**src/rtl/pio24_pkg.sv**
```systemverilog
// Shared constants and types for the mode-0 parallel port.
// Assumes a fixed four-group layout (A, B, C high, C low).
package pio24_pkg;
    localparam int BUS_W   = 8;
    localparam int ADDR_W  = 2;
    localparam int WIDE_W  = 8;
    localparam int NIB_W   = 4;

    localparam logic [ADDR_W-1:0] SEL_A    = 2'd0;
    localparam logic [ADDR_W-1:0] SEL_B    = 2'd1;
    localparam logic [ADDR_W-1:0] SEL_C    = 2'd2;
    localparam logic [ADDR_W-1:0] SEL_CTRL = 2'd3;

    // control word bit positions decoded by the host driver
    localparam int CB_CLO = 0;
    localparam int CB_B   = 1;
    localparam int CB_CHI = 3;
    localparam int CB_A   = 4;
    localparam int CB_SET = 7;

    // one flag per group, 1 = input
    typedef struct packed {
        logic a;
        logic b;
        logic chi;
        logic clo;
    } dir_t;

    localparam dir_t DIR_ALL_IN = '{a: 1'b1, b: 1'b1, chi: 1'b1, clo: 1'b1};
endpackage

```
**src/rtl/pio24_ctrl.sv**
```systemverilog
// Control register and buffer gating.
// Holds the group directions and the buffer-disable latch, both loaded by
// writes to the control address. Bit 7 high loads directions and sets the
// latch; bit 7 low only clears the latch. Mode bits are ignored.
// Assumes wr_en is a single-cycle qualified control write.
module pio24_ctrl
    import pio24_pkg::*;
(
    input  logic             clk,
    input  logic             rst_n,
    input  logic             wr_en,
    input  logic [BUS_W-1:0] wdata,
    input  logic             force_en,
    output dir_t             dir,
    output logic             set_pulse,
    output logic             buf_en
);
    dir_t dir_q;
    logic dis_q;

    // Purpose: a control write with the set flag is a full reprogram
    assign set_pulse = wr_en & wdata[CB_SET];

    // Purpose: direction register, loaded only by a set-flag control write
    always_ff @(posedge clk) begin
        if (!rst_n) begin
            dir_q <= DIR_ALL_IN;
        end else if (set_pulse) begin
            dir_q.a   <= wdata[CB_A];
            dir_q.b   <= wdata[CB_B];
            dir_q.chi <= wdata[CB_CHI];
            dir_q.clo <= wdata[CB_CLO];
        end
    end

    // Purpose: buffer-disable latch follows bit 7 of every control write
    always_ff @(posedge clk) begin
        if (!rst_n) begin
            dis_q <= 1'b0;
        end else if (wr_en) begin
            dis_q <= wdata[CB_SET];
        end
    end

    // Purpose: jumper overrides the latch
    always_comb begin
        buf_en = force_en | ~dis_q;
    end

    assign dir = dir_q;
endmodule

```
**src/rtl/pio24_group.sv**
```systemverilog
// One port group of parameterised width.
// Holds the output latch, gates the output enable by direction and buffer
// enable, and selects read data: live pins when input, latch when output.
// Assumes clr and wr_en are never high in the same cycle.
module pio24_group #(
    parameter int W = 8
) (
    input  logic         clk,
    input  logic         rst_n,
    input  logic         wr_en,
    input  logic [W-1:0] wr_data,
    input  logic         clr,
    input  logic         is_in,
    input  logic         buf_en,
    input  logic [W-1:0] pin_in,
    output logic [W-1:0] pin_out,
    output logic [W-1:0] pin_oe,
    output logic [W-1:0] rd_val
);
    logic [W-1:0] lat_q;

    // Purpose: output latch, cleared by reprogramming, loaded by port writes
    always_ff @(posedge clk) begin
        if (!rst_n) begin
            lat_q <= '0;
        end else if (clr) begin
            lat_q <= '0;
        end else if (wr_en) begin
            lat_q <= wr_data;
        end
    end

    // Purpose: drive enable only for an output group with buffers on
    always_comb begin
        pin_oe = {W{~is_in & buf_en}};
    end

    // Purpose: unlatched pins for inputs, latch for outputs
    always_comb begin
        rd_val = is_in ? pin_in : lat_q;
    end

    assign pin_out = lat_q;
endmodule

```
**src/rtl/pio24_port.sv**
```systemverilog
// Top of the mode-0 parallel port.
// Decodes the host bus, instantiates the control block and the four groups,
// and assembles read data. Assumes one access per cycle, with reads combinational.
module pio24_port
    import pio24_pkg::*;
(
    input  logic              clk,
    input  logic              rst_n,
    input  logic [ADDR_W-1:0] bus_addr,
    input  logic [BUS_W-1:0]  bus_wdata,
    input  logic              bus_we,
    input  logic              bus_re,
    output logic [BUS_W-1:0]  bus_rdata,
    input  logic              force_en,
    output logic              buf_en,
    input  logic [WIDE_W-1:0] pa_in,
    output logic [WIDE_W-1:0] pa_out,
    output logic [WIDE_W-1:0] pa_oe,
    input  logic [WIDE_W-1:0] pb_in,
    output logic [WIDE_W-1:0] pb_out,
    output logic [WIDE_W-1:0] pb_oe,
    input  logic [NIB_W-1:0]  pch_in,
    output logic [NIB_W-1:0]  pch_out,
    output logic [NIB_W-1:0]  pch_oe,
    input  logic [NIB_W-1:0]  pcl_in,
    output logic [NIB_W-1:0]  pcl_out,
    output logic [NIB_W-1:0]  pcl_oe
);
    dir_t              dir;
    logic              set_pulse;
    logic              ctl_wr, wr_a, wr_b, wr_c;
    logic [WIDE_W-1:0] rd_a, rd_b;
    logic [NIB_W-1:0]  rd_ch, rd_cl;

    // Purpose: address decode of write strobes
    always_comb begin
        ctl_wr = bus_we && (bus_addr == SEL_CTRL);
        wr_a   = bus_we && (bus_addr == SEL_A);
        wr_b   = bus_we && (bus_addr == SEL_B);
        wr_c   = bus_we && (bus_addr == SEL_C);
    end

    pio24_ctrl u_ctrl (
        .clk       (clk),
        .rst_n     (rst_n),
        .wr_en     (ctl_wr),
        .wdata     (bus_wdata),
        .force_en  (force_en),
        .dir       (dir),
        .set_pulse (set_pulse),
        .buf_en    (buf_en)
    );

    pio24_group #(.W(WIDE_W)) u_grp_a (
        .clk (clk), .rst_n (rst_n), .wr_en (wr_a), .wr_data (bus_wdata),
        .clr (set_pulse), .is_in (dir.a), .buf_en (buf_en),
        .pin_in (pa_in), .pin_out (pa_out), .pin_oe (pa_oe), .rd_val (rd_a)
    );

    pio24_group #(.W(WIDE_W)) u_grp_b (
        .clk (clk), .rst_n (rst_n), .wr_en (wr_b), .wr_data (bus_wdata),
        .clr (set_pulse), .is_in (dir.b), .buf_en (buf_en),
        .pin_in (pb_in), .pin_out (pb_out), .pin_oe (pb_oe), .rd_val (rd_b)
    );

    pio24_group #(.W(NIB_W)) u_grp_ch (
        .clk (clk), .rst_n (rst_n), .wr_en (wr_c),
        .wr_data (bus_wdata[BUS_W-1:NIB_W]),
        .clr (set_pulse), .is_in (dir.chi), .buf_en (buf_en),
        .pin_in (pch_in), .pin_out (pch_out), .pin_oe (pch_oe), .rd_val (rd_ch)
    );

    pio24_group #(.W(NIB_W)) u_grp_cl (
        .clk (clk), .rst_n (rst_n), .wr_en (wr_c),
        .wr_data (bus_wdata[NIB_W-1:0]),
        .clr (set_pulse), .is_in (dir.clo), .buf_en (buf_en),
        .pin_in (pcl_in), .pin_out (pcl_out), .pin_oe (pcl_oe), .rd_val (rd_cl)
    );

    // Purpose: read mux; control address and idle strobe read as zero
    always_comb begin
        bus_rdata = '0;
        if (bus_re) begin
            unique case (bus_addr)
                SEL_A:   bus_rdata = rd_a;
                SEL_B:   bus_rdata = rd_b;
                SEL_C:   bus_rdata = {rd_ch, rd_cl};
                default: bus_rdata = '0;
            endcase
        end
    end
endmodule

```
**config.mk**
```make
export PLATFORM = sky130hd
export DESIGN_NAME = pio24_port
export DESIGN_NICKNAME = d
export VERILOG_FILES = /design/src/rtl/pio24_pkg.sv /design/src/rtl/pio24_ctrl.sv /design/src/rtl/pio24_group.sv /design/src/rtl/pio24_port.sv
export SDC_FILE = /design/constraint.sdc
export NUM_CORES = 1
export LEC_CHECK = 0
export BUFFER_PORTS_ARGS = -buffer_cell sky130_fd_sc_hd__buf_4
export CAP_MARGIN = 20
export CORE_MARGIN = 8
export CORE_UTILIZATION = 44
export DETAILED_ROUTE_END_ITERATION = 7
export MAX_ROUTING_LAYER = met4
export PLACE_DENSITY = 0.82
export SETUP_SLACK_MARGIN = 0.2
export SYNTH_ARGS = -nofsm -noshare
export SYNTH_HDL_FRONTEND = slang
export SYNTH_SLANG_ARGS = --single-unit
```
**constraint.sdc**
```tcl
create_clock -name clk -period 1.25 [get_ports clk]
set_input_delay 0.0625 -clock clk [delete_from_list [all_inputs] [get_ports clk]]
set_output_delay 0.0625 -clock clk [all_outputs]
set_load 0.02 [all_outputs]
```
==> results of run 1 <==
## through the flow
step                      std cells  utilization  total power (W)
after floorplan                 174            -         0.001278
after global placement          297       0.6357         0.001497
after detailed placement        297       0.6357         0.001506
after CTS                       305       0.7039         0.002310
after global routing            307       0.7154         0.002402
final                           307       0.7154         0.002308
## critical path: cells and delay by family, from the launching register on
family | cells | cell delay [ns]
DFF | 1 | 0.37
buffers and inverters | 2 | 0.26
AOI/OAI and AO/OA | 2 | 0.25
muxes | 1 | 0.21
## synthesized netlist by cell type
library cell,n,area share
mux2i_1,52,0.31
dfxtp_1,29,0.34
nor2_1,28,0.062
buf_4,24,0.11
o21ai_2,8,0.041
o22a_1,8,0.041
nand2_1,6,0.013
buf_2,4,0.012
nand3b_1,4,0.018
buf_6,2,0.013
clkbuf_1,2,0.0044
a21boi_0,1,0.0044
inv_1,1,0.0022
nand3_1,1,0.0030
nand4_4,1,0.013
nor2b_1,1,0.0037
nor3b_2,1,0.0074
or3b_1,1,0.0052
## what timing repair did
action | CTS | global route
resized for setup | 44 | 8
pin swaps | 2 | 2
endpoints found under the setup margin | 33 | 33
hold buffers | 1 | 0
setup buffers | 0 | 2
hold endpoints to repair | 3 | 0
## layout make-up
class / instances / area (sq um) / area share
Multi-Input combinational cell: 112 / 920.9 / 0.3490
Tap cell: 48 / 60.06 / 0.02276
Clock buffer: 7 / 86.33 / 0.03272
Inverter: 1 / 3.754 / 0.001422
Sequential cell: 29 / 593.1 / 0.2248
Timing Repair Buffer: 110 / 974.7 / 0.3694
## power by group
part           leakage [nW]  internal [W]  total (W)  switching [W]
logic                  1.15      0.000282   0.000547       0.000265
registers             0.236      0.000949   0.000976      0.0000264
clock network        0.0443      0.000436   0.000785       0.000349
total                  1.43       0.00167    0.00231       0.000641
## state kept, by name, summed over array words and instances (netlist names)
name and count:
u_grp_a.pin_out 8, u_grp_b.pin_out 8, u_ctrl.dir 4, u_grp_ch.pin_out 4, u_grp_cl.pin_out 4, u_ctrl.dis_q 1
## worst max path at each step
stage,startpoint,end,slack [ns],depth (start not counted)
final,u_ctrl.dir[2],bus_rdata[7],-0.17,5
after global routing,u_ctrl.dir[2],bus_rdata[7],-0.24,5
after CTS,u_ctrl.dir[2],bus_rdata[0],-0.15,5
after detailed placement,bus_addr[1],bus_rdata[6],0.07,5
after global placement,bus_addr[1],bus_rdata[0],0.12,5
after floorplan,u_ctrl.dir[2],pb_oe[1],0.14,3
## routing by layer
metal / part of all wire / vias up / wire length [microns] / global-route usage
met5: 0 / - / 0 / -
met4: 0.012 / 0 / 65 / 0.05556
met3: 0.086 / 9 / 456 / 0.06378
met2: 0.46 / 69 / 2445 / 0.2817
met1: 0.44 / 718 / 2353 / 0.1962
li1: - / 750 / - / -
## kinds of logic (layout without fill, tap and decap cells)
| group | count (synthesis) | after routing | synth area share |
|---|---|---|---|
| AO/OA/AOI/OAI | 17 | 17 | 0.08715 |
| buffers and inverters | 33 | 118 | 0.1381 |
| flip-flops | 29 | 29 | 0.3427 |
| multiplexers | 52 | 52 | 0.3072 |
| AND/OR/NAND/NOR | 43 | 43 | 0.1248 |
==> impl_metrics.csv, run 1 <==
group,metric,value,unit
floorplanning,die_area,6092,sq um
timing,setup-violations-final,16,
critical_path,end_kind,"output pin",
route,first_pass_iters,4,
critical_path,crit_type,"register to output pin",
status,violations,"setup timing",
pwr,pwr_density_cell,874.5,nW/um^2
global_routing,grt_overflow_total,0,
final_layout,final_area,2639,sq um
critical_path,critPathLaunchType,"register",
clock_network,clk_latency,0.28,ns
floorplanning,io_pins,96,
route,remaining_drc_errors,0,
clock_network,cts_tree,"built",
yosys,ys_warn_count,0,
timing,fin_crit,1.422,ns
yosys,syn_avg_cell_area,9.736,sq um
critical_path,worstPathRequired,1.19,ns
critical_path,r2r_start,"u_ctrl.dir[1]",
flow_run,cap_viol_max_count,0,
route,ant_nets,0,
route,vias,1546,
route,drt-wirelength-per-cell,17.33,microns
timing,fin_tns_setup,-1.775,ns
global_routing,track_usage,0.1746,
worst_hold_path,whs_path_depth,3,
place,dp_hpwl,4081,microns
critical_path,crit_path_max_incr_delay,0.37,ns
clock_network,cts_sinks,29,
route,routed_via_density,5.036,
global_routing,grt_pass1_wl,8190,microns
final_layout,nNetsFinal,298,
timing,worst_pin_slew,0.3755,ns
clock_network,cts-buffers-inserted,5,
final_layout,syn2layout_area_growth,55.76,%
status,status,"finished with violations",
route,finalWirelength,5320,microns
pwr,irDropWorstVdd,0.7293,mV
timing,hold_viol,0,
global_routing,grt_max_degree,16,
floorplanning,die_h,78.05,microns
timing,grt_setup_unrepaired,"yes",
worst_hold_path,min-delay-path-class,"input pin to register",
critical_path,crit_path_frequent_cell,"buf_6",
final_layout,nFillCells,286,
worst_hold_path,hold_end,"u_ctrl.dir[0]",
clock_network,cts-root-buf,"clkbuf_8",
yosys,synth-seq-cells,29,
critical_path,r2r_end,"u_ctrl.dir[1]",
yosys,synthesis.area,1694,sq um
critical_path,worst-path-max-fanout,4,
place,place_congestion,0.8164,
timing,worst_hold_slack,0.02819,ns
clock_network,cts_buffer_depth,2,
clock_network,htree_levels,2,
final_layout,diodes,0,
yosys,synth_cells,174,
final_layout,layout_commonest_cell,"buf_4",
floorplanning,fp.dieW,78.05,microns
yosys,syn-num-nets,213,
route,drtIter0Drc,98,
floorplanning,initial_utilization,0.4593,
timing,fin_skew,0,ns
floorplanning,coreArea,3689,sq um
pwr,p_leak,1.431,nW
critical_path,cp_slowest_cell,"dfxtp_4",
clock_network,clk_pin_slew,0.06,ns
place,io_buffers,95,
global_routing,grt_pass1_vias,1697,
critical_path,crit_path_cell_trace,"buf_6 -> mux2i_2 -> o22a_1 -> o21ai_2 -> buf_6",
critical_path,regToRegSetupSlack,0.45,ns
timing,max-slew-margin-rel,0.7489,
floorplanning,rows,22,
critical_path,rr_worst_depth,3,
final_layout,final_layout_size_suffix_gt1_frac,0.5251,
global_routing,antenna_found_initial,0,
final_layout,layout_common_cells,"70 x buf_4, 51 x mux2i_1, 39 x buf_6, 25 x dfxtp_1, 24 x nor2_1",
worst_hold_path,worstHoldStart,"bus_wdata[0]",
yosys,synth_cell_types,18,
timing,maxSlewViolCount,0,
yosys,synth-seq-area-share,0.3427,
place,dp_worst_setup_slack,0.07392,ns
timing,fmax,0.7032,GHz
critical_path,cp.arrival,1.36,ns
timing,worst_slack,-0.1721,ns
place,placedInstanceArea,2345,sq um
timing,finalCritPeriodShare,1.138,
No activity file was read; power rests on OpenSTA's default activity.
==> run 2: changes to the inputs <==
--- a/config.mk
+++ b/config.mk
@@ -7,11 +7,13 @@
 export LEC_CHECK = 0
 export BUFFER_PORTS_ARGS = -buffer_cell sky130_fd_sc_hd__buf_4
 export CAP_MARGIN = 20
+export CORE_ASPECT_RATIO = 1.4
 export CORE_MARGIN = 8
 export CORE_UTILIZATION = 44
 export DETAILED_ROUTE_END_ITERATION = 7
 export MAX_ROUTING_LAYER = met4
 export PLACE_DENSITY = 0.82
+export RECOVER_POWER = 25
 export SETUP_SLACK_MARGIN = 0.2
 export SYNTH_ARGS = -nofsm -noshare
 export SYNTH_HDL_FRONTEND = slang
==> run 2 against run 1 <==
  * The flow still finishes with violations (setup timing)
  * Wire length increased by 6.3%
  * Sequential share of layout area decreased by 0.22 points
  * Setup slack gained 0.038 ns
  * Register-to-register slack got worse by 0.02 ns
==> impl_metrics.csv, run 2 (same netlist as run 1, synthesis figures left out) <==
group,metric,value,unit
status,status,"finished with violations",
status,violations,"setup timing",
timing,worst_pin_slew,0.3105,ns
place,dp_hpwl,4191,microns
clock_network,cts_buffer_depth,2,
global_routing,antenna_found_initial,0,
floorplanning,io_pins,96,
timing,maxSlewViolCount,0,
timing,grt_setup_unrepaired,"yes",
final_layout,final_layout_size_suffix_gt1_frac,0.5209,
pwr,pwr_density_cell,841.2,nW/um^2
critical_path,r2r_start,"u_ctrl.dir[3]",
worst_hold_path,worstHoldStart,"bus_wdata[0]",
final_layout,nFillCells,287,
route,first_pass_iters,4,
global_routing,grt_pass1_wl,8286,microns
global_routing,track_usage,0.1849,
route,ant_nets,0,
route,drtIter0Drc,30,
pwr,p_leak,1.443,nW
critical_path,crit_type,"register to output pin",
clock_network,cts-root-buf,"clkbuf_8",
worst_hold_path,hold_end,"u_ctrl.dir[0]",
timing,fin_skew,0,ns
clock_network,clk_pin_slew,0.06,ns
critical_path,end_kind,"output pin",
critical_path,worstPathRequired,1.19,ns
timing,setup-violations-final,27,
route,met1_length,2038,microns
timing,fin_tns_setup,-1.439,ns
global_routing,grt_pass1_vias,1688,
pwr,irDropWorstVdd,0.6952,mV
timing,finalCritPeriodShare,1.107,
floorplanning,rows,26,
route,wl_met2,3078,microns
final_layout,diodes,0,
floorplanning,initial_utilization,0.4609,
route,routed_via_density,5.249,
critical_path,critPathLaunchType,"register",
global_routing,grt_overflow_total,0,
critical_path,worst-path-max-fanout,7,
critical_path,regToRegSetupSlack,0.43,ns
timing,fmax,0.7227,GHz
critical_path,r2r_end,"u_ctrl.dir[3]",
flow_run,cap_viol_max_count,0,
floorplanning,die_area,6120,sq um
critical_path,rr_worst_depth,3,
final_layout,syn2layout_area_growth,56.65,%
final_layout,utilization,0.7219,
floorplanning,coreArea,3676,sq um
route,remaining_drc_errors,0,
final_layout,final_area,2654,sq um
place,dp_worst_setup_slack,0.03564,ns
route,finalWirelength,5653,microns
floorplanning,fp.dieW,68.44,microns
final_layout,nNetsFinal,301,
route,drt-wirelength-per-cell,18.53,microns
place,io_buffers,95,
critical_path,cp.arrival,1.32,ns
global_routing,grt_max_degree,25,
route,vias,1601,
clock_network,htree_levels,2,
timing,max-slew-margin-rel,0.7928,
place,placedInstanceArea,2365,sq um
worst_hold_path,min-delay-path-class,"input pin to register",
clock_network,cts-buffers-inserted,5,
clock_network,cts_sinks,29,
final_layout,layout_commonest_cell,"buf_4",
clock_network,cts_tree,"built",
timing,worst_slack,-0.1337,ns
timing,fin_crit,1.384,ns
place,place_congestion,0.7445,
route,route.met3.wl,454,microns
worst_hold_path,whs_path_depth,3,
clock_network,clk_latency,0.26,ns
floorplanning,die_h,89.42,microns
final_layout,layout_common_cells,"83 x buf_4, 51 x mux2i_1, 25 x dfxtp_1, 24 x nor2_1, 17 x buf_6",
timing,hold_viol,0,
route,top_layer_used,"met4",
==> run 2: power breakdown <==
part	total [W]	internal, W	switching (W)
logic	0.000553	0.000289	0.000264
registers	0.000978	0.000951	0.0000271
clock network	0.000701	0.000394	0.000307
==> run 2: final cells by class <==
class                      count  area (sq um)  area share
clock buffer                   8         80.08     0.03017
inverter                       1         6.256    0.002357
multi-input combinational    112         915.9      0.3451
sequential                    29         590.6      0.2225
tap                           42         52.55     0.01980
timing repair buffer         113          1008      0.3800
==> run 2: through the flow <==
stage               power [W]  std cells  hold WS [ns]
floorplan            0.001278        174        0.1244
global placement     0.001506        293        0.2808
detailed placement   0.001514        293        0.2806
CTS                  0.002248        304       0.02827
global route         0.002333        305       0.04913
finish               0.002232        305       0.03417
==> run 2: worst max-delay path by stage <==
| stage | endpoint | startpoint | cells after the start |
|---|---|---|---|
| global placement | bus_rdata[5] | u_ctrl.dir[1] | 4 |
| CTS | bus_rdata[2] | u_ctrl.dir[2] | 5 |
| finish | bus_rdata[2] | u_ctrl.dir[2] | 5 |
| floorplan | pb_oe[1] | u_ctrl.dir[2] | 3 |
| global route | bus_rdata[2] | u_ctrl.dir[2] | 5 |
| detailed placement | bus_rdata[7] | u_ctrl.dir[1] | 4 |
==> run 2: what timing repair did <==
item	4_1_cts	5_1_grt
hold endpoints to repair	3	0
hold buffers	1	0
resized for setup	35	10
pin swaps	6	4
setup endpoints to repair	33	33
setup buffers	2	1
==> run 2: critical path: stages (launching register included) <==
cell	delay, ns
dfxtp_2	0.34
buf_8	0.14
mux2i_1	0.21
o22a_1	0.17
o21ai_2	0.06
buf_6	0.13
==> run 2: per-layer routing <==
layer,track usage,vias to the layer above
met4,0.09346,0
met5,-,-
li1,-,763
met2,0.3435,79
met1,0.1728,753
met3,0.03262,6
==> run 3: changes to the inputs <==
--- a/config.mk
+++ b/config.mk
@@ -9,10 +9,10 @@
 export CAP_MARGIN = 20
 export CORE_ASPECT_RATIO = 1.4
 export CORE_MARGIN = 8
-export CORE_UTILIZATION = 44
+export CORE_UTILIZATION = 43
 export DETAILED_ROUTE_END_ITERATION = 7
 export MAX_ROUTING_LAYER = met4
-export PLACE_DENSITY = 0.82
+export PLACE_DENSITY = 0.8
 export RECOVER_POWER = 25
 export SETUP_SLACK_MARGIN = 0.2
 export SYNTH_ARGS = -nofsm -noshare
==> run 3 against run 2 <==
  * The run still ends with setup timing left
  * Critical path depth did not move
  * First-iteration DRC count did not move
  * Total power rose by 1.0%
  * Die area rose by 1.8%
  * Clock-buffer cell count fell by 3
  * Via count fell by 0.81%
  * Critical endpoint is now bus_rdata[1]
  * Largest power group unchanged
==> impl_metrics.csv, run 3 (same netlist as run 1, synthesis figures left out) <==
group,metric,value,unit
timing,fin_skew,0,ns
worst_hold_path,min-delay-path-class,"input pin to register",
clock_network,cts-root-buf,"clkbuf_8",
critical_path,crit_path_cell_trace,"buf_4 -> mux2i_1 -> o22a_1 -> o21ai_2 -> buf_4",
timing,finalCritPeriodShare,1.111,
route,first_pass_iters,4,
timing,hold_viol,0,
route,vias,1588,
place,place_congestion,0.7484,
timing,worst_pin_slew,0.4564,ns
floorplanning,die_area,6233,sq um
route,ant_nets,0,
floorplanning,io_pins,96,
timing,max-slew-margin-rel,0.6948,
pwr,irDropWorstVdd,0.8278,mV
timing,maxSlewViolCount,0,
critical_path,crit_path_frequent_cell,"buf_4",
route,remaining_drc_errors,0,
critical_path,crit_type,"register to output pin",
critical_path,worst-path-max-fanout,4,
timing,grt_setup_unrepaired,"yes",
floorplanning,initial_utilization,0.4399,
route,routed_via_density,5.241,
timing,fmax,0.7198,GHz
critical_path,critPathBufInv,2,
clock_network,cts_tree,"built",
final_layout,multi_input_area,912.1,sq um
floorplanning,rows,27,
critical_path,cp_slowest_cell,"dfxtp_2",
clock_network,cts_buffer_depth,2,
final_layout,layout_common_cells,"73 x buf_4, 52 x mux2i_1, 25 x buf_6, 24 x nor2_1, 24 x dfxtp_1",
final_layout,area.sequential,591.8,sq um
global_routing,track_usage,0.1737,
route,drtIter0Drc,30,
critical_path,worstPathRequired,1.19,ns
status,status,"finished with violations",
place,placedInstanceArea,2351,sq um
final_layout,final_layout_size_suffix_gt1_frac,0.4962,
critical_path,end_kind,"output pin",
clock_network,cts-buffers-inserted,5,
timing,setup-violations-final,29,
final_layout,nFillCells,347,
route,finalWirelength,5328,microns
pwr,p_leak,1.393,nW
pwr,total_power,0.002255,W
floorplanning,fp.dieW,69.05,microns
route,drt-wirelength-per-cell,17.58,microns
clock_network,htree_levels,2,
clock_network,cts_sinks,29,
timing,fin_crit,1.389,ns
critical_path,crit_path_max_incr_delay,0.34,ns
final_layout,syn2layout_area_growth,51.18,%
clock_network,clk_latency,0.28,ns
final_layout,nNetsFinal,298,
status,violations,"setup timing",
critical_path,critPathLaunchType,"register",
critical_path,critPathTopFamily,"flip-flops",
place,dp_hpwl,4198,microns
global_routing,grt_pass1_wl,8673,microns
final_layout,final_area,2561,sq um
flow_run,cap_viol_max_count,0,
global_routing,antenna_found_initial,0,
pwr,pwr_density_cell,880.5,nW/um^2
critical_path,cp.arrival,1.33,ns
final_layout,layout_commonest_cell,"buf_4",
floorplanning,coreArea,3851,sq um
final_layout,diodes,0,
global_routing,grt_max_degree,21,
clock_network,clk_pin_slew,0.06,ns
global_routing,grt_pass1_vias,1709,
floorplanning,die_h,90.27,microns
place,io_buffers,95,
global_routing,grt_overflow_total,0,
timing,worst_slack,-0.1393,ns
==> run 3: cell types whose count changed in the layout (fill, tap and decap cells not counted), sizes merged <==
cell	before	now
clkinvlp	0	1
clkbuf	9	14
buf	111	100
clkinv	0	2
==> run 3: area by class of cell <==
class	instances	share of cell area
inverter	1	0.001466
sequential	29	0.2311
multi-input combinational	112	0.3561
clock buffer	5	0.02687
timing repair buffer	110	0.3566
clock inverter	3	0.006839
tap	43	0.02101
==> run 3: metal layers <==
metal	routed length, microns	GRT usage	up-vias	share of wire
met5	0	-	-	0
met4	124	0.07890	0	0.023
met3	311	0.05501	9	0.058
met2	2892	0.3107	72	0.54
met1	2000	0.1643	752	0.38
li1	-	-	755	-
==> run 3: worst register-to-register path, stage by stage (launching register included) <==
cell and delay, ns:
dfxtp_2 0.33, buf_6 0.14, mux2i_1 0.14, nand2_1 0.06
==> run 3: timing repair <==
| action | in CTS | in global routing |
|---|---|---|
| setup endpoints to repair | 33 | 33 |
| cloned | 0 | 0 |
| buffers inserted | 0 | 2 |
| gates resized for setup | 34 | 2 |
| endpoints found under the hold margin | 4 | 0 |
| hold buffers | 1 | 0 |
| pin swaps | 1 | 1 |
==> run 3: path summary, 6_finish.rpt <==
kind	startpoint	to	slack, ns	cells past startpoint
setup / recovery	u_ctrl.dir[2]	bus_rdata[1]	-0.14	5
hold / removal	bus_wdata[0]	u_ctrl.dir[0]	0.03	3
setup reg to reg	u_ctrl.dir[3]	u_ctrl.dir[3]	0.46	3
hold reg to reg	u_ctrl.dis_q	u_ctrl.dis_q	0.47	2
==> run 3: power breakdown <==
group / switching, W / internal [W]
registers: 0.0000274 / 0.000951
clock network: 0.000368 / 0.000383
logic: 0.000256 / 0.000270
==> run 3: through the flow <==
step | instances | setup slack, ns | TNS (ns) | hold slack (ns) | utilization
floorplan | 174 | 0.1375 | 0 | 0.1244 | -
global placement | 292 | -0.005146 | -0.005146 | 0.2795 | 0.6105
detailed placement | 292 | 0.002553 | 0 | 0.2826 | 0.6105
CTS | 301 | -0.1517 | -1.959 | 0.01971 | 0.6654
global route | 303 | -0.2049 | -3.527 | 0.03212 | 0.6650
finish | 303 | -0.1393 | -1.785 | 0.02566 | 0.6650
